<file path="src/rtl/fxdiv_pkg.sv">
package fxdiv_pkg;

  localparam int unsigned VAL_W_DEF  = 34;
  localparam int unsigned DIV_W_DEF  = 16;
  localparam int unsigned FRAC_W_DEF = 10;
  localparam int unsigned Q_W_DEF    = 18;

  typedef enum logic {
    ST_IDLE = 1'b0,
    ST_RUN  = 1'b1
  } fxdiv_state_e;

endpackage

</file>
<file path="src/rtl/fxdiv_ctrl.sv">
module fxdiv_ctrl
  import fxdiv_pkg::*;
#(
  parameter int unsigned Q_W = Q_W_DEF
) (
  input  logic clk,
  input  logic rst_n,
  input  logic start_i,
  output logic step_o,
  output logic last_o,
  output logic done_o
);

  localparam int unsigned CW = $clog2(Q_W + 1);
  localparam logic [CW-1:0] CNT_FULL = CW'(Q_W);
  localparam logic [CW-1:0] CNT_ONE  = CW'(1);

  fxdiv_state_e st_q, st_n;
  logic [CW-1:0] cnt_q, cnt_n;
  logic          cnt_en;
  logic          done_q, done_n;

  always_comb begin
    st_n   = st_q;
    cnt_n  = cnt_q;
    done_n = 1'b0;
    if (start_i) begin
      st_n  = ST_RUN;
      cnt_n = CNT_FULL;
    end else if (st_q == ST_RUN) begin
      cnt_n = cnt_q - 1'b1;
      if (cnt_q == CNT_ONE) begin
        st_n   = ST_IDLE;
        done_n = 1'b1;
      end
    end
  end

  assign cnt_en = start_i | (st_q == ST_RUN);

  always_ff @(posedge clk or negedge rst_n) begin
    if (!rst_n) begin
      st_q   <= ST_IDLE;
      cnt_q  <= '0;
      done_q <= 1'b0;
    end else begin
      st_q   <= st_n;
      done_q <= done_n;
      if (cnt_en) cnt_q <= cnt_n;
    end
  end

  assign step_o = (st_q == ST_RUN) & ~start_i;
  assign last_o = step_o & (cnt_q == CNT_ONE);
  assign done_o = done_q;

  p_done_pulse_r3: assert property (@(posedge clk) disable iff (!rst_n)
    done_q |=> !done_q);

  p_load_count_r3: assert property (@(posedge clk) disable iff (!rst_n)
    start_i |=> (st_q == ST_RUN) && (cnt_q == CNT_FULL));

  p_finish_done_r3: assert property (@(posedge clk) disable iff (!rst_n)
    ((st_q == ST_RUN) && !start_i && (cnt_q == CNT_ONE)) |=> done_q);

  p_restart_quiet_r6: assert property (@(posedge clk) disable iff (!rst_n)
    start_i |=> !done_q);

  p_run_count_r3: assert property (@(posedge clk) disable iff (!rst_n)
    (st_q == ST_RUN) |-> (cnt_q != '0) && (cnt_q <= CNT_FULL));

endmodule

</file>
<file path="src/rtl/fxdiv_step.sv">
module fxdiv_step #(
  parameter int unsigned DIV_W = 16,
  localparam int unsigned R_W  = DIV_W + 2
) (
  input  logic [R_W-1:0]   rem_i,
  input  logic             bit_i,
  input  logic [DIV_W-1:0] div_i,
  output logic [R_W-1:0]   rem_o,
  output logic             qbit_o
);

  logic [R_W-1:0] shifted;
  logic [R_W-1:0] div_ext;

  always_comb begin
    shifted = {rem_i[R_W-2:0], bit_i};
    div_ext = {2'b00, div_i};
    if (rem_i[R_W-1]) rem_o = shifted + div_ext;
    else              rem_o = shifted - div_ext;
    qbit_o = ~rem_o[R_W-1];
  end

endmodule

</file>
<file path="src/rtl/fxdiv_dpath.sv">
module fxdiv_dpath
  import fxdiv_pkg::*;
#(
  parameter int unsigned VAL_W  = VAL_W_DEF,
  parameter int unsigned DIV_W  = DIV_W_DEF,
  parameter int unsigned FRAC_W = FRAC_W_DEF,
  parameter int unsigned Q_W    = Q_W_DEF
) (
  input  logic             clk,
  input  logic             rst_n,
  input  logic             load_i,
  input  logic             step_i,
  input  logic             last_i,
  input  logic [VAL_W-1:0] value_i,
  input  logic [DIV_W-1:0] divisor_i,
  output logic [Q_W-1:0]   quot_o
);

  localparam int unsigned SD_W = VAL_W + FRAC_W;
  localparam int unsigned HI_W = SD_W - Q_W;
  localparam int unsigned R_W  = DIV_W + 2;

  logic [SD_W-1:0]  scaled;
  logic [HI_W-1:0]  scaled_hi;
  logic [R_W-1:0]   rem_q, rem_n, rem_step;
  logic [Q_W-1:0]   work_q, work_n;
  logic [DIV_W-1:0] div_q;
  logic             dz_q;
  logic             qbit;
  logic [Q_W-1:0]   quot_q, quot_n;
  logic             work_en;

  assign scaled    = {value_i, {FRAC_W{1'b0}}};
  assign scaled_hi = scaled[SD_W-1:Q_W];

  fxdiv_step #(.DIV_W(DIV_W)) u_step (
    .rem_i  (rem_q),
    .bit_i  (work_q[Q_W-1]),
    .div_i  (div_q),
    .rem_o  (rem_step),
    .qbit_o (qbit)
  );

  always_comb begin
    rem_n  = rem_q;
    work_n = work_q;
    if (load_i) begin
      rem_n  = R_W'(scaled_hi);
      work_n = scaled[Q_W-1:0];
    end else if (step_i) begin
      rem_n  = rem_step;
      work_n = {work_q[Q_W-2:0], qbit};
    end
    quot_n = dz_q ? {Q_W{1'b1}} : {work_q[Q_W-2:0], qbit};
  end

  assign work_en = load_i | step_i;

  always_ff @(posedge clk or negedge rst_n) begin
    if (!rst_n) begin
      rem_q  <= '0;
      work_q <= '0;
      div_q  <= '0;
      dz_q   <= 1'b0;
      quot_q <= '0;
    end else begin
      if (work_en) begin
        rem_q  <= rem_n;
        work_q <= work_n;
      end
      if (load_i) begin
        div_q <= divisor_i;
        dz_q  <= (divisor_i == '0);
      end
      if (last_i) quot_q <= quot_n;
    end
  end

  assign quot_o = quot_q;

  logic signed [R_W-1:0] div_s;
  assign div_s = $signed({2'b00, div_q});

  p_rem_bound_r2: assert property (@(posedge clk) disable iff (!rst_n)
    (step_i && !dz_q) |-> ($signed(rem_q) < div_s) && ($signed(rem_q) >= -div_s));

  p_quot_hold_r4: assert property (@(posedge clk) disable iff (!rst_n)
    !$past(last_i) |-> $stable(quot_q));

  p_zero_ones_r5: assert property (@(posedge clk) disable iff (!rst_n)
    (last_i && dz_q) |=> (quot_q == {Q_W{1'b1}}));

endmodule

</file>
<file path="src/rtl/fxdiv_bounded.sv">
module fxdiv_bounded
  import fxdiv_pkg::*;
#(
  parameter int unsigned VAL_W  = VAL_W_DEF,
  parameter int unsigned DIV_W  = DIV_W_DEF,
  parameter int unsigned FRAC_W = FRAC_W_DEF,
  parameter int unsigned Q_W    = Q_W_DEF
) (
  input  logic             clk,
  input  logic             rst_n,
  input  logic             start_i,
  input  logic [VAL_W-1:0] value_i,
  input  logic [DIV_W-1:0] divisor_i,
  output logic             done_o,
  output logic [Q_W-1:0]   quot_o
);

  logic step;
  logic last;

  fxdiv_ctrl #(.Q_W(Q_W)) u_ctrl (
    .clk     (clk),
    .rst_n   (rst_n),
    .start_i (start_i),
    .step_o  (step),
    .last_o  (last),
    .done_o  (done_o)
  );

  fxdiv_dpath #(
    .VAL_W  (VAL_W),
    .DIV_W  (DIV_W),
    .FRAC_W (FRAC_W),
    .Q_W    (Q_W)
  ) u_dpath (
    .clk       (clk),
    .rst_n     (rst_n),
    .load_i    (start_i),
    .step_i    (step),
    .last_i    (last),
    .value_i   (value_i),
    .divisor_i (divisor_i),
    .quot_o    (quot_o)
  );

  p_reset_idle_r1: assert property (@(posedge clk) disable iff (!rst_n)
    $rose(rst_n) |-> !done_o);

endmodule

</file>
<file path="config.mk">
export PLATFORM = sky130hd
export DESIGN_NAME = fxdiv_bounded
export DESIGN_NICKNAME = d
export VERILOG_FILES = /design/src/rtl/fxdiv_pkg.sv /design/src/rtl/fxdiv_ctrl.sv /design/src/rtl/fxdiv_step.sv /design/src/rtl/fxdiv_dpath.sv /design/src/rtl/fxdiv_bounded.sv
export SDC_FILE = /design/constraint.sdc
export NUM_CORES = 1
export LEC_CHECK = 0
export ABC_AREA = 1
export BUFFER_PORTS_ARGS = -buffer_cell sky130_fd_sc_hd__clkbuf_2
export CAP_MARGIN = 20
export CORE_MARGIN = 3
export CORE_UTILIZATION = 55
export CTS_BUF_LIST = sky130_fd_sc_hd__clkbuf_8
export DETAILED_ROUTE_END_ITERATION = 10
export GPL_TIMING_DRIVEN = 0
export HOLD_SLACK_MARGIN = 0.05
export PLACE_DENSITY = 0.78
export SLEW_MARGIN = 20
export SYNTH_ARGS = -nofsm -noshare
export SYNTH_HDL_FRONTEND = slang
export SYNTH_SLANG_ARGS = --single-unit
</file>
<file path="constraint.sdc">
create_clock -name clk -period 2.7 [get_ports clk]
set_input_delay 0 -clock clk [delete_from_list [all_inputs] [get_ports clk]]
set_output_delay 0 -clock clk [all_outputs]
set_load 0.01 [all_outputs]
</file>
# After elaboration in Yosys (flattened, before gate mapping)
# Cells that the tools add are included.
dict set report totals {
  regBits 78
  in_bits 53
  output_inout_bits 19
  elab_cells 37
}
dict set report op_classes {
  n_addsub 3
  eq_ne 1
  n_mux 14
  n_bitwise 6
  reduce_logical 5
}
# operator n
set ops {}
lappend ops {{18-bit 2-to-1 mux} 6}
lappend ops {{18-bit by 16-bit adder with 18-bit output} 1}
lappend ops {{18-bit by 16-bit subtractor with 18-bit output} 1}
lappend ops {{16-bit logical NOT} 1}
lappend ops {{5-bit 2-to-1 mux} 2}
lappend ops {{1-bit 2-to-1 mux} 6}
lappend ops {{5-bit by 1-bit equality test with 1-bit output (second input constant)} 1}
lappend ops {{5-bit by 1-bit subtractor with 5-bit output (second input constant)} 1}
lappend ops {{2-bit AND reduction} 2}
lappend ops {{2-bit nonzero test} 2}
lappend ops {{1-bit bitwise AND} 2}
lappend ops {{1-bit inverter} 2}
lappend ops {{1-bit OR} 2}

# Depth between registers and ports, before layout
dict set report logic_depth {
  depth_word 5
  mapped_depth 20
  mapped_depth_nobuf 20
}

# Modules after synthesis
# From an unflattened synthesis, not the netlist that was laid out.
dict set report unflattened {
  hier_cells 618
  hier_area_um2 4668.2
}
# module n_inst cells_per_inst area_each_um2 seq_area_each_um2
set by_module_without_submodules {}
lappend by_module_without_submodules {fxdiv_dpath 1 325 2891.5 1776.7}
lappend by_module_without_submodules {fxdiv_step 1 252 1431.4 0.0}
lappend by_module_without_submodules {fxdiv_ctrl 1 41 345.3 175.2}

# Worst setup path before layout
# Ideal clock, no wire load.
dict set report synth_timing {
  path_kind {register to register}
  startpoint {reg u_dpath.div_q[0]}
  endpoint {reg u_dpath.work_q[0]}
  setup_ns 0.134
  t_arrival_ns 2.337
  required_time_ns 2.566
  path_slack_ns 0.229
  path_stages_with_launch 17
  n_path_buf 0
  period_less_slack_ns 2.471
  cell_sequence {dfrtp_1 inv_1 ha_1 nand4_1 nor2_1 nand4_1 o21ai_0 xor2_1 ha_1 a21oi_1 nand2_1 nand2_1 nand3_1 a21oi_1 nand2_1 nand3_1 o21ai_0}
}
dict set report synth_between {
  elab_chain_cells 5
  elab_cells_between_ends 6
  classes_between {2 x add/sub; 3 x mux; 1 x bitwise}
}
# item line_no
set synth_lines {}
lappend synth_lines {{start: declaration} fxdiv_dpath.sv:27} ;# logic [DIV_W-1:0] div_q;
lappend synth_lines {{start signal: assignment} fxdiv_dpath.sv:72} ;# div_q <= divisor_i;
lappend synth_lines {{18-bit by 16-bit subtractor with 18-bit output / 18-bit by 16-bit adder with 18-bit output (equally long branches)} {fxdiv_step.sv:19, fxdiv_step.sv:18}}
lappend synth_lines {{18-bit 2-to-1 mux (*)} fxdiv_step.sv:18} ;# if (rem_i[R_W-1]) rem_o = shifted + div_ext;
lappend synth_lines {{1-bit inverter (*)} fxdiv_step.sv:20} ;# qbit_o = ~rem_o[R_W-1];
lappend synth_lines {{18-bit 2-to-1 mux (*)} fxdiv_dpath.sv:50} ;# end else if (step_i) begin
lappend synth_lines {{18-bit 2-to-1 mux (*)} fxdiv_dpath.sv:47} ;# if (load_i) begin
lappend synth_lines {{end signal: assignment} fxdiv_dpath.sv:69} ;# work_q <= work_n;
lappend synth_lines {{end: declaration} fxdiv_dpath.sv:26} ;# logic [Q_W-1:0] work_q, work_n;
# Every way passes the cells marked *; elsewhere a longest branch is shown, timed or not. The select of a mux whose other input is x is not followed.
# A chain may end at the register's enable or synchronous reset.

# Worst setup path after layout
dict set report layout_timing {
  startpoint {reg u_dpath.div_q[0]}
  endpoint {reg u_dpath.quot_q[0] (netlist: u_dpath.quot_o[0])}
}
dict set report layout_between {
  elab_chain_cells 4
  elab_cells_between_ends 5
  classes_between {2 x add/sub; 2 x mux; 1 x bitwise}
}
# item line_no
set layout_lines {}
lappend layout_lines {{18-bit by 16-bit subtractor with 18-bit output / 18-bit by 16-bit adder with 18-bit output (equally long branches)} {fxdiv_step.sv:19, fxdiv_step.sv:18}}
lappend layout_lines {{18-bit 2-to-1 mux (*)} fxdiv_step.sv:18}
lappend layout_lines {{1-bit inverter (*)} fxdiv_step.sv:20}
lappend layout_lines {{18-bit 2-to-1 mux (*)} fxdiv_dpath.sv:54} ;# quot_n = dz_q ? {Q_W{1'b1}} : {work_q[Q_W-2:0], qbit};
lappend layout_lines {{end signal: assignment} fxdiv_dpath.sv:75} ;# if (last_i) quot_q <= quot_n;
lappend layout_lines {{end: declaration} fxdiv_dpath.sv:30} ;# logic [Q_W-1:0] quot_q, quot_n;
# Every way passes the cells marked *; elsewhere a longest branch is shown, timed or not.

==> impl_metrics.tcl <==
set metrics [dict create \
    ys_ff_latch 78 \
    pin_count 72 \
    htree_levels 3 \
    nNetsFinal 767 \
    dp_cells 727 \
    vias_per_cell 5.44 \
    r2r_end "u_dpath.quot_o[0]" \
    tns_ps 0 \
    critPathKind "flop to flop" \
    clockBufferDepth 2 \
    skew_ps 16.2 \
    peakVddDrop_mv 0.482 \
    ant_nets 0 \
    syn_area_um2 4410 \
    drive_gt1_frac 0.205 \
    start_util 0.568 \
    cts_sinks 78 \
    critPathSlowestCell "dfrtp_1" \
    r2r_slack_ps 30 \
    multi_input_area_um2 2240 \
    critPathMaxStageDelay_ps 410 \
    cts_buffers 9 \
    final_cells 800 \
    dieArea_um2 9130 \
    slew_headroom 0.561 \
    leakage_nw 2.88 \
    grt_first_pass_wirelength_mm 19.7 \
    status "completed" \
    min_from "start_i" \
    netlist-cell-type-count 36 \
    setup_viol 0 \
    holdPathStages 4 \
    gp_congestion 0.878 \
    area_growth_pct 30.8 \
    ys_seq_area_frac 0.442 \
    r2r_cells 18 \
    fp.dieW_um 95.6 \
    period_needed_ps 2670 \
    crit_top_cell "nand2_1" \
    worstPathMaxFanout 4 \
    syn-num-nets 635 \
    rsz0062_at_grt "true" \
    worst_hold_path_type "primary input to flop" \
    n_antenna_cell 0 \
    r2r_start "u_dpath.div_q[0]" \
    max_freq_mhz 374 \
    tightest_slew_ps 658 \
    endpoint_kind "flop" \
    cts_tree "done" \
    syn-instance-count 561 \
    synth_area_per_cell_um2 7.86 \
    drtIter0Drc 212 \
    die_h_um 95.6 \
    rows 32 \
    fin_crit_sh 0.989 \
    port_buffers 63 \
    maxSlewViolCount 0 \
    first_global_vias 4351 \
    synth_warnings 0 \
    dp_hpwl_mm 8.53 \
    drc 0 \
    wl_per_cell_um 15.4 \
    final_core_util 0.743 \
    vias 4355 \
    grtUsageTotal 0.280 \
    startpoint_type "flop" \
    synth_area_leader_cell "dfrtp_1" \
    worstPathRequired_ps 2940 \
    yosys-top-cells-area "dfrtp_1 44%, nand2_1 12%, ha_1 5.7%, inv_1 5.6%, a21oi_1 4.5%" \
    fillers 605 \
    grt_antenna_before_repair 0 \
    power_density_nw_per_um2 1060 \
    clock_latency_ps 350 \
    core_area_um2 7770 \
    dr.pass1.iters 6 \
    drv_cap 0 \
    crit_start "u_dpath.div_q[0]" \
    path_cells "inv_2, ha_4, nand4_1, nor2_2, nand4_1, o21ai_2, xor2_1, ha_1, a21oi_2, nand2_1, nand2_1, nand3_2, inv_2, nand2_2, nand2_2, nand3_2, nand2_1, inv_1" \
    whs_endpoint "u_dpath.rem_q[16]" \
    grt-ovfl-total 0 \
    cp.arrival_ps 2910 \
    grt_max_degree 47 \
    finalHoldViolCount 0 \
    finalWirelength_mm 12.3 \
    root_buffer "clkbuf_8" \
    clk_pin_slew_ps 90 \
    synth_top_area_share 0.442 \
    cpLargestDelayFamily "simple AND/OR/NAND/NOR gates" \
    critPathBufInv 3 \
    regArea_um2 1950 \
]
## what timing repair did
action / 4_1_cts / 5_1_grt
endpoints found under the hold margin: 98 / 0
endpoints found under the setup margin: 6 / 14
buffers inserted: 5 / 9
resized for setup: 13 / 34
pin swaps: 8 / 25
hold buffers: 43 / 0
## where the power goes
group          leakage, nW  internal (mW)  switching (mW)  total (mW)
Combinational         1.82           1.38            2.09        3.47
Sequential           0.948           1.45           0.181        1.63
Clock                0.114          0.526           0.462       0.988
## worst reg2reg max path, cell delays in order, from the launching register on
cell and delay, ps:
dfrtp_1 410, inv_2 100, ha_4 150, nand4_1 110
nor2_2 170, nand4_1 140, o21ai_2 140, xor2_1 180
ha_1 310, a21oi_2 230, nand2_1 70, nand2_1 80
nand3_2 80, inv_2 60, nand2_2 50, nand2_2 90
nand3_2 80, nand2_1 80, inv_1 40
## stage by stage
stage / worst slack [ps] / power (mW) / instance area [µm²] / hold WS, ps
2_1_floorplan: 229 / 3.84 / 4410 / -296
3_3_place_gp: -147 / 4.50 / 4850 / 216
3_5_place_dp: -232 / 4.58 / 4880 / 21.1
4_1_cts: 4.78 / 5.74 / 5610 / 62.9
5_1_grt: -263 / 6.61 / 5770 / 75.2
6_report: 29.4 / 6.09 / 5770 / 55.4
## final cells by class
| cell class | instances | area share |
|---|---|---|
| buffer | 16 | 0.0150 |
| clock buffer | 9 | 0.0215 |
| clock inverter | 7 | 0.0167 |
| inverter | 69 | 0.0449 |
| multi-input combinational | 398 | 0.389 |
| sequential | 78 | 0.338 |
| tap | 102 | 0.0221 |
| timing repair buffer | 121 | 0.153 |
## how the worst max path moves through the flow
stage	endpoint	slack, ps	cells after the start
finish	u_dpath.quot_o[0]	30	18
global route	u_dpath.quot_o[0]	-260	17
CTS	u_dpath.work_q[0]	5	18
detailed placement	u_dpath.work_q[0]	-230	16
global placement	u_dpath.work_q[0]	-150	18
floorplan	u_dpath.work_q[0]	230	16
## sequential cells by signal (all words and copies together), names as in the netlist
name / count
u_dpath.dz_q: 1
u_ctrl.st_q: 1
u_ctrl.cnt_q: 5
u_dpath.work_q: 18
u_ctrl.done_o: 1
u_dpath.div_q: 16
u_dpath.quot_o: 18
u_dpath.rem_q: 18
## cell usage in the layout (no fill, tap or decap), types with 3 or more instances in the layout
master         count
a21oi_1           35
a21oi_2            5
a22oi_1           12
buf_2              3
buf_4             15
clkbuf_1           7
clkbuf_2          62
clkbuf_8           9
dfrtp_1           78
dlygate4sd3_1     43
ha_1              18
inv_1             61
inv_2              7
nand2_1          135
nand2_2            5
nand3_1           30
nand3_2            5
nand4_1            5
nor2_1            47
nor2_2             5
nor2_4             3
nor4_1             5
o211ai_1           3
o21ai_0           24
o21ai_1            6
o21ai_2            4
o221ai_1           7
o22ai_1            9
xnor2_1            3
xor2_1            15
## synthesized netlist by cell type, drive strengths merged
| cell | n |
|---|---|
| xnor2 | 3 |
| o21bai | 2 |
| ha | 20 |
| or2 | 2 |
| nor4 | 5 |
| clkbuf | 7 |
| nand3 | 35 |
| fa | 1 |
| a21o | 1 |
| o221ai | 7 |
| inv | 68 |
| a21oi | 40 |
| nor3 | 4 |
| dfrtp | 78 |
| and2 | 1 |
| clkinv | 1 |
| nand3b | 2 |
| nand2 | 140 |
| buf | 9 |
| a22oi | 12 |
| nand4 | 5 |
| nor2 | 55 |
| o21ai | 34 |
| o22ai | 9 |
| o211ai | 3 |
| a31oi | 2 |
| xor2 | 15 |
## logic make-up after synthesis
| kind of cell | after synthesis | synth area share |
|---|---|---|
| xor gates and xnor gates | 18 | 0.0357 |
| DFF | 78 | 0.442 |
| AOI/OAI and AO/OA | 110 | 0.145 |
| adders and majority gates | 21 | 0.0613 |
| buffers and inverters | 85 | 0.0771 |
| and+or+nand+nor | 249 | 0.239 |
## routing by layer
metal  GRT usage  routed length (µm)
met1       0.338                5230
met2       0.488                6120
met3      0.0474                 598
met4       0.121                 366
met5           0                   0
(Power assumes the default switching activity.)
